===== src/rtl/spi_uop_pkg.sv =====
package spi_uop_pkg;
  localparam int OPW  = 14;
  localparam int CNTW = 9;
  localparam logic [CNTW-1:0] IN_CAP = 9'd256;

  localparam logic [4:0] UOP_CS_HI   = 5'h00;
  localparam logic [4:0] UOP_CS_LO   = 5'h01;
  localparam logic [4:0] UOP_IDLE    = 5'h02;
  localparam logic [4:0] UOP_OUT1    = 5'h08;
  localparam logic [4:0] UOP_OUT2    = 5'h09;
  localparam logic [4:0] UOP_IN1     = 5'h0C;
  localparam logic [4:0] UOP_IN2     = 5'h0E;
  localparam logic [4:0] UOP_TA_1TO1 = 5'h10;
  localparam logic [4:0] UOP_TA_1TO2 = 5'h11;
  localparam logic [4:0] UOP_TA_2TO2 = 5'h14;

  typedef enum logic [1:0] {ST_FETCH, ST_LOAD, ST_LOW, ST_HIGH} st_e;

  typedef struct packed {
    logic shift;    // op uses the bit engine
    logic is_in;
    logic dual;
    logic idle;
    logic rel_end;  // release lines when op ends
  } mode_t;

  function automatic mode_t uop_decode(logic [4:0] opc);
    mode_t m;
    m = '0;
    case (opc)
      UOP_IDLE:    begin m.shift = 1'b1; m.idle = 1'b1; end
      UOP_OUT1:    m.shift = 1'b1;
      UOP_OUT2:    begin m.shift = 1'b1; m.dual = 1'b1; end
      UOP_IN1:     begin m.shift = 1'b1; m.is_in = 1'b1; end
      UOP_IN2:     begin m.shift = 1'b1; m.is_in = 1'b1; m.dual = 1'b1; end
      UOP_TA_1TO1,
      UOP_TA_1TO2: begin m.shift = 1'b1; m.rel_end = 1'b1; end
      UOP_TA_2TO2: begin m.shift = 1'b1; m.dual = 1'b1; m.rel_end = 1'b1; end
      default:     m = '0;
    endcase
    return m;
  endfunction
endpackage


===== src/rtl/spi_uop_fifo.sv =====
module spi_uop_fifo #(
  parameter int WIDTH = 8,
  parameter int DEPTH = 4
) (
  input  logic             clk_i,
  input  logic             rst_ni,
  input  logic             push_i,
  input  logic [WIDTH-1:0] wdata_i,
  input  logic             pop_i,
  output logic [WIDTH-1:0] rdata_o,
  output logic             full_o,
  output logic             empty_o
);
  localparam int AW = (DEPTH > 1) ? $clog2(DEPTH) : 1;

  logic [WIDTH-1:0] mem_q [DEPTH];
  logic [AW:0]      wp_q, rp_q;
  logic             do_push, do_pop;

  assign full_o  = (wp_q[AW] != rp_q[AW]) && (wp_q[AW-1:0] == rp_q[AW-1:0]);
  assign empty_o = (wp_q == rp_q);
  assign do_push = push_i && !full_o;
  assign do_pop  = pop_i && !empty_o;
  assign rdata_o = mem_q[rp_q[AW-1:0]];

  always_ff @(posedge clk_i or negedge rst_ni) begin
    if (!rst_ni) begin
      wp_q <= '0;
      rp_q <= '0;
    end else begin
      if (do_push) wp_q <= wp_q + 1'b1;
      if (do_pop)  rp_q <= rp_q + 1'b1;
    end
  end

  always_ff @(posedge clk_i) begin
    if (do_push) mem_q[wp_q[AW-1:0]] <= wdata_i;
  end
endmodule


===== src/rtl/spi_uop_irq.sv =====
module spi_uop_irq #(
  parameter int N = 6
) (
  input  logic         clk_i,
  input  logic         rst_ni,
  input  logic [N-1:0] ev_i,
  input  logic [N-1:0] en_i,
  input  logic [N-1:0] clr_i,
  output logic [N-1:0] flag_o
);
  for (genvar k = 0; k < N; k++) begin : g_flag
    logic f_q;
    always_ff @(posedge clk_i or negedge rst_ni) begin
      if (!rst_ni)                 f_q <= 1'b0;
      else if (ev_i[k] && en_i[k]) f_q <= 1'b1;  // set wins over clear
      else if (clr_i[k])           f_q <= 1'b0;
    end
    assign flag_o[k] = f_q;
  end
endmodule


===== src/rtl/spi_uop_engine.sv =====
module spi_uop_engine
  import spi_uop_pkg::*;
#(
  parameter int HALF_DIV = 2
) (
  input  logic           clk_i,
  input  logic           rst_ni,
  input  logic           op_valid_i,
  input  logic [OPW-1:0] op_word_i,
  output logic           op_pop_o,
  input  logic           wr_valid_i,
  input  logic [7:0]     wr_byte_i,
  output logic           wr_pop_o,
  input  logic           rd_ready_i,
  output logic           rd_push_o,
  output logic [7:0]     rd_byte_o,
  output logic           op_starve_o,
  output logic           wr_starve_o,
  output logic           rd_block_o,
  output logic           sck_o,
  output logic           cs_no,
  output logic [1:0]     io_o,
  output logic [1:0]     io_oe_o,
  input  logic [1:0]     io_i
);
  localparam int CW = (HALF_DIV > 1) ? $clog2(HALF_DIV) : 1;
  localparam logic [CW-1:0] CNT_LAST = CW'(HALF_DIV - 1);

  st_e             st_q;
  mode_t           mode_q, f_mode;
  logic [CNTW-1:0] units_q, f_units, f_cnt;
  logic [4:0]      f_opc;
  logic [3:0]      bits_q;
  logic [CW-1:0]   cnt_q;
  logic [7:0]      sh_q;
  logic            sck_q, cs_q;
  logic [1:0]      oe_q;
  logic            half_done, is_out;

  assign f_opc   = op_word_i[OPW-1:CNTW];
  assign f_cnt   = op_word_i[CNTW-1:0];
  assign f_mode  = uop_decode(f_opc);
  assign f_units = (f_mode.is_in && f_cnt > IN_CAP) ? IN_CAP : f_cnt;

  assign half_done = (cnt_q == CNT_LAST);
  assign is_out    = !mode_q.is_in && !mode_q.idle;

  assign op_pop_o    = (st_q == ST_FETCH) && op_valid_i;
  assign wr_pop_o    = (st_q == ST_LOAD) && is_out && wr_valid_i;
  assign rd_push_o   = (st_q == ST_HIGH) && half_done && mode_q.is_in && (bits_q == 4'd1);
  assign rd_byte_o   = sh_q;
  assign op_starve_o = (st_q == ST_FETCH) && !op_valid_i && !cs_q;
  assign wr_starve_o = (st_q == ST_LOAD) && is_out && !wr_valid_i;
  assign rd_block_o  = (st_q == ST_LOAD) && mode_q.is_in && !rd_ready_i;

  assign sck_o   = sck_q;
  assign cs_no   = cs_q;
  assign io_oe_o = oe_q;
  assign io_o    = !is_out ? 2'b00 : (mode_q.dual ? sh_q[7:6] : {1'b0, sh_q[7]});

  always_ff @(posedge clk_i or negedge rst_ni) begin
    if (!rst_ni) begin
      st_q    <= ST_FETCH;
      mode_q  <= '0;
      units_q <= '0;
      bits_q  <= '0;
      cnt_q   <= '0;
      sh_q    <= '0;
      sck_q   <= 1'b0;
      cs_q    <= 1'b1;
      oe_q    <= 2'b00;
    end else begin
      case (st_q)
        ST_FETCH: begin
          if (op_valid_i) begin
            if (f_opc == UOP_CS_HI) begin
              cs_q <= 1'b1;
              oe_q <= 2'b00;
            end else if (f_opc == UOP_CS_LO) begin
              cs_q <= 1'b0;
            end else if (f_mode.shift) begin
              mode_q  <= f_mode;
              units_q <= f_units;
              if (f_mode.is_in || f_mode.idle) oe_q <= 2'b00;
              if (f_cnt == '0) begin
                if (f_mode.rel_end) oe_q <= 2'b00;
              end else begin
                st_q <= ST_LOAD;
              end
            end
          end
        end
        ST_LOAD: begin
          cnt_q <= '0;
          if (mode_q.idle) begin
            bits_q <= 4'd1;
            st_q   <= ST_LOW;
          end else if (mode_q.is_in) begin
            if (rd_ready_i) begin
              bits_q <= mode_q.dual ? 4'd4 : 4'd8;
              sh_q   <= '0;
              st_q   <= ST_LOW;
            end
          end else if (wr_valid_i) begin
            sh_q   <= wr_byte_i;
            oe_q   <= mode_q.dual ? 2'b11 : 2'b01;
            bits_q <= mode_q.dual ? 4'd4 : 4'd8;
            st_q   <= ST_LOW;
          end
        end
        ST_LOW: begin
          if (half_done) begin
            cnt_q <= '0;
            sck_q <= 1'b1;
            st_q  <= ST_HIGH;
            if (mode_q.is_in)
              sh_q <= mode_q.dual ? {sh_q[5:0], io_i} : {sh_q[6:0], io_i[1]};
          end else begin
            cnt_q <= cnt_q + 1'b1;
          end
        end
        ST_HIGH: begin
          if (half_done) begin
            cnt_q  <= '0;
            sck_q  <= 1'b0;
            bits_q <= bits_q - 1'b1;
            if (is_out) sh_q <= mode_q.dual ? {sh_q[5:0], 2'b00} : {sh_q[6:0], 1'b0};
            if (bits_q == 4'd1) begin
              units_q <= units_q - 1'b1;
              if (units_q == 9'd1) begin
                st_q <= ST_FETCH;
                if (mode_q.rel_end) oe_q <= 2'b00;
              end else begin
                st_q <= ST_LOAD;
              end
            end else begin
              st_q <= ST_LOW;
            end
          end else begin
            cnt_q <= cnt_q + 1'b1;
          end
        end
        default: st_q <= ST_FETCH;
      endcase
    end
  end
endmodule


===== src/rtl/spi_uop_seq.sv =====
module spi_uop_seq
  import spi_uop_pkg::*;
#(
  parameter int HALF_DIV = 2,
  parameter int OP_DEPTH = 4,
  parameter int WR_DEPTH = 4,
  parameter int RD_DEPTH = 4
) (
  input  logic        clk_i,
  input  logic        rst_ni,
  input  logic        op_push_i,
  input  logic [13:0] op_data_i,
  output logic        op_full_o,
  output logic        op_empty_o,
  input  logic        wr_push_i,
  input  logic [7:0]  wr_data_i,
  output logic        wr_full_o,
  output logic        wr_empty_o,
  input  logic        rd_pop_i,
  output logic [7:0]  rd_data_o,
  output logic        rd_full_o,
  output logic        rd_empty_o,
  input  logic [5:0]  irq_en_i,
  input  logic [5:0]  irq_clr_i,
  output logic [5:0]  irq_o,
  output logic        sck_o,
  output logic        cs_no,
  output logic [1:0]  io_o,
  output logic [1:0]  io_oe_o,
  input  logic [1:0]  io_i
);
  logic [OPW-1:0] op_word;
  logic           op_pop, wr_pop, rd_push;
  logic [7:0]     wr_byte, rd_byte;
  logic           op_starve, wr_starve, rd_block;
  logic [5:0]     irq_ev;

  spi_uop_fifo #(.WIDTH(OPW), .DEPTH(OP_DEPTH)) u_op_fifo (
    .clk_i, .rst_ni, .push_i(op_push_i), .wdata_i(op_data_i), .pop_i(op_pop),
    .rdata_o(op_word), .full_o(op_full_o), .empty_o(op_empty_o));

  spi_uop_fifo #(.WIDTH(8), .DEPTH(WR_DEPTH)) u_wr_fifo (
    .clk_i, .rst_ni, .push_i(wr_push_i), .wdata_i(wr_data_i), .pop_i(wr_pop),
    .rdata_o(wr_byte), .full_o(wr_full_o), .empty_o(wr_empty_o));

  spi_uop_fifo #(.WIDTH(8), .DEPTH(RD_DEPTH)) u_rd_fifo (
    .clk_i, .rst_ni, .push_i(rd_push), .wdata_i(rd_byte), .pop_i(rd_pop_i),
    .rdata_o(rd_data_o), .full_o(rd_full_o), .empty_o(rd_empty_o));

  spi_uop_engine #(.HALF_DIV(HALF_DIV)) u_engine (
    .clk_i, .rst_ni,
    .op_valid_i(!op_empty_o), .op_word_i(op_word), .op_pop_o(op_pop),
    .wr_valid_i(!wr_empty_o), .wr_byte_i(wr_byte), .wr_pop_o(wr_pop),
    .rd_ready_i(!rd_full_o), .rd_push_o(rd_push), .rd_byte_o(rd_byte),
    .op_starve_o(op_starve), .wr_starve_o(wr_starve), .rd_block_o(rd_block),
    .sck_o, .cs_no, .io_o, .io_oe_o, .io_i);

  assign irq_ev = {rd_pop_i && rd_empty_o,
                   rd_block,
                   wr_starve,
                   wr_push_i && wr_full_o,
                   op_starve,
                   op_push_i && op_full_o};

  spi_uop_irq #(.N(6)) u_irq (
    .clk_i, .rst_ni, .ev_i(irq_ev), .en_i(irq_en_i), .clr_i(irq_clr_i), .flag_o(irq_o));
endmodule


===== config.mk =====
export PLATFORM = sky130hd
export DESIGN_NAME = spi_uop_seq
export DESIGN_NICKNAME = d
export VERILOG_FILES = /design/src/rtl/spi_uop_pkg.sv /design/src/rtl/spi_uop_fifo.sv /design/src/rtl/spi_uop_irq.sv /design/src/rtl/spi_uop_engine.sv /design/src/rtl/spi_uop_seq.sv
export SDC_FILE = /design/constraint.sdc
export NUM_CORES = 1
export LEC_CHECK = 0
export BUFFER_PORTS_ARGS = -buffer_cell sky130_fd_sc_hd__buf_2
export CAP_MARGIN = 20
export CORE_MARGIN = 2
export CORE_UTILIZATION = 40
export CTS_CLUSTER_SIZE = 28
export DETAILED_ROUTE_END_ITERATION = 16
export SKIP_CTS_REPAIR_TIMING = 1
export SYNTH_ARGS = -nofsm -noshare
export SYNTH_HDL_FRONTEND = slang
export SYNTH_SLANG_ARGS = --single-unit
export TNS_END_PERCENT = 1

===== constraint.sdc =====
create_clock -name clk_i -period 3.2 [get_ports clk_i]
set_input_delay 0.16 -clock clk_i [delete_from_list [all_inputs] [get_ports clk_i]]
set_output_delay 0.16 -clock clk_i [all_outputs]
set_load 0.02 [all_outputs]

==> run_results.csv <==
group,metric,value,unit
status,status,"complete, but fails checks",
status,violations,"hold timing",
place,numPortBuffers,66,
min_path,worstHoldStart,"irq_en_i[2]",
drt,vias,4739,
logic_synthesis,synth_edf_count,120,
floorplan,initial_core_util,40.5,%
sta,period_needed,2.88,ns
sta,fmax,0.347,GHz
setup_path,cp-startpoint,"u_op_fifo.rp_q[0]",
cts,insertion_delay,0.42,ns
sta,fin_skew,0.00948,ns
drt,wire_per_inst,17.3,um
global_route,overflow,0,
floorplan,die_x,144,um
setup_path,required,3.51,ns
finish,fill_cells,1720,
sta,slew_headroom,47.3,%
setup_path,r2r-start,"u_op_fifo.rp_q[0]",
power_and_ir_drop,ir_drop,0.481,mV
sta,hold_slack,-0.0165,ns
sta,tightest_slew,0.791,ns
floorplan,rows,51,
logic_synthesis,avgSynthCellArea,14.8,um2
setup_path,critPathMaxFanout,10,
min_path,holdPathEnd,"u_irq.g_flag[2].f_q",
finish,seq_area,0.00501,mm2
finish,final_area,0.00938,mm2
job,cap_viol_max_count,0,
cts,clk_pin_slew,0.06,ns
cts,cts_tree,"done",
finish,final_nets,694,
setup_path,rr_worst_depth,7,
sta,finalSetupViolations,0,
logic_synthesis,synthFlopType,"edfxtp_1",
power_and_ir_drop,leakage,0.00362,uW
global_route,track_usage,15.9,%
floorplan,core_region_area,0.0194,mm2
finish,syn2layout_area_growth,19.3,%
logic_synthesis,ys_ff_latch,176,
logic_synthesis,syn_inst,533,
power_and_ir_drop,power.density,975,mW/mm2
sta,timing.setup.tns,0,ns
setup_path,r2r-end,"u_engine.units_q[7]",
setup_path,crit_type,"reg2reg",
global_route,grt_pass1_vias,4826,
cts,cts_sinks,176,
sta,finalMaxSlewViolations,0,
drt,ant_nets,0,
drt,dr.pass1.iters,4,
cts,clock-root-buffer,"clkbuf_16",
drt,post_drt_via_cell_ratio,5.20,
min_path,min_path_type,"in2reg",
min_path,holdPathStages,3,
setup_path,r2r_slack,0.32,ns
logic_synthesis,yosys_warnings,0,
finish,antennaDiodeCount,0,
setup_path,crit_path_start_kind,"flop",
cts,numCtsBuffers,17,
global_route,grt_max_degree,42,
logic_synthesis,async_flop_share,31.8,%
sta,hold_viol,1,
finish,multi_input_area,0.00263,mm2
logic_synthesis,syn_nets,593,
place,dpl_cell_area,0.00847,mm2
drt,postRouteWirelength,15.8,mm
logic_synthesis,ys_seq_area_share,63.7,%
floorplan,dieArea,0.0208,mm2
drt,drcViolationCount,0,
place,hpwl,10.9,mm
floorplan,io_pins,67,
sta,rsz0062_at_grt,"no",
logic_synthesis,netlist_area,0.00786,mm2
place,gp_congestion,0.760,
setup_path,endpoint_kind,"flop",
cts,clk_path_buf_depth,2,
sta,period_share,90.0,%
floorplan,die_h,144,um
setup_path,worstPathArrival,3.18,ns
logic_synthesis,synth.distinct_cells,56,
finish,drive_gt1_share,25.8,%
drt,drtIter0Drc,340,
global_route,antenna_found_initial,0,
cts,h-tree-depth,4,
global_route,grt_pass1_wl,25.1,mm
==> metal layers <==
layer  share of wire [%]  vias to the layer above  wire length (um)  track usage [%]
met1                  45                     2395              7180             20.1
met5                   0                        -                 0                0
met4                0.78                        0               124             4.65
li1                    -                     2229                 -                -
met2                  50                      103              7860             27.2
met3                 4.0                       12               640             4.21
==> synthesized netlist by cell type, drive strengths merged, types with 3 or more instances <==
library cell / instances / area, um2
xor2: 14 / 123
mux2i: 5 / 50.1
nand3: 14 / 70.1
o22ai: 3 / 18.8
o211ai: 8 / 60.1
dfrtp: 55 / 1380
o21ai: 24 / 120
and2: 9 / 56.3
mux2: 19 / 214
or3: 3 / 18.8
o31ai: 11 / 82.6
a31oi: 3 / 18.8
nand2b: 5 / 38.8
xnor2: 8 / 70.1
edfxtp: 120 / 3600
mux4: 30 / 676
ha: 19 / 238
buf: 11 / 81.3
nand2: 27 / 101
clkbuf: 16 / 60.1
nor2: 27 / 101
inv: 22 / 82.6
nor4: 4 / 25.0
a21oi: 11 / 55.1
a22o: 8 / 70.1
and3: 12 / 75.1
nor3: 16 / 80.1
==> power by group <==
group | internal (uW) | switching (uW)
registers | 3090 | 563
logic | 1540 | 1890
clock network | 1170 | 896
==> cells by family (layout without fill, tap and decap cells) <==
group	Yosys count	count (layout)	share of synthesized area [%]
DFF	176	176	63.7
and+or+nand+nor	131	131	8.61
AOI/OAI and AO/OA	82	82	7.46
muxes	54	54	11.9
buffers and inverters	49	163	2.85
xor gates and xnor gates	22	22	2.45
adders and majority gates	19	19	3.02
==> sequential cells by signal (all words and copies together) (netlist names) <==
register and flops:
u_engine.io_oe_o 2, u_op_fifo.mem_q 56, u_engine.rd_byte_o 8, u_rd_fifo.rp_q 3, u_wr_fifo.wp_q 3, u_engine.sck_o 1, u_engine.mode_q 4, u_irq.g_flag.f_q 6
u_op_fifo.wp_q 3, u_rd_fifo.mem_q 32, u_wr_fifo.mem_q 32, u_rd_fifo.wp_q 3, u_op_fifo.rp_q 3, u_engine.units_q 9, u_wr_fifo.rp_q 3, u_engine.st_q 2
u_engine.cnt_q 1, u_engine.cs_no 1, u_engine.bits_q 4
==> placed cells by master, fill, tap and decap left out, types with 12 or more instances in the layout <==
master	instances
buf_2	66
clkbuf_16	17
nand2_1	27
mux2_2	19
dlygate4sd3_1	30
and3_1	12
edfxtp_1	120
buf_4	12
xor2_1	14
nor3_1	16
inv_1	22
nand3_1	14
dfrtp_1	55
o21ai_0	24
ha_1	19
nor2_1	27
mux4_2	30
==> per-stage QoR <==
step / hold WS, ns / power (uW) / worst slack (ns) / utilization (%) / cells
final: -0.0165 / 9150 / 0.321 / 48.3 / 912
after global routing: 0.00381 / 9740 / 0.188 / 48.3 / 912
after CTS: -0.0927 / 9200 / 0.297 / 46.7 / 881
after floorplan: -0.136 / 6130 / 0.509 / - / 533
after global placement: 0.352 / 6960 / 0.393 / 43.7 / 849
after detailed placement: 0.362 / 7120 / 0.314 / 43.7 / 849
==> how the worst max path moves through the flow <==
stage	end	slack, ns
6_report	u_engine.units_q[7]	0.32
5_1_grt	u_engine.units_q[7]	0.19
4_1_cts	u_engine.units_q[7]	0.30
3_5_place_dp	u_engine.units_q[7]	0.31
3_3_place_gp	u_engine.units_q[7]	0.39
2_1_floorplan	u_engine.units_q[7]	0.51
==> critical path: stages (launching register included) <==
cell and delay (ns):
dfrtp_1 0.45, buf_4 0.23, mux4_2 0.61, or3b_2 0.52, nand4_1 0.17, a32oi_4 0.21, nand2b_4 0.27, a211o_1 0.30
==> area by class of cell <==
class / instances / area share (%)
Sequential cell: 176 / 53.4
Clock inverter: 13 / 1.60
Multi-Input combinational cell: 308 / 28.1
Inverter: 22 / 0.881
Tap cell: 265 / 3.54
Clock buffer: 19 / 4.62
Timing Repair Buffer: 109 / 7.90
No activity file was read; power rests on OpenSTA's default activity.
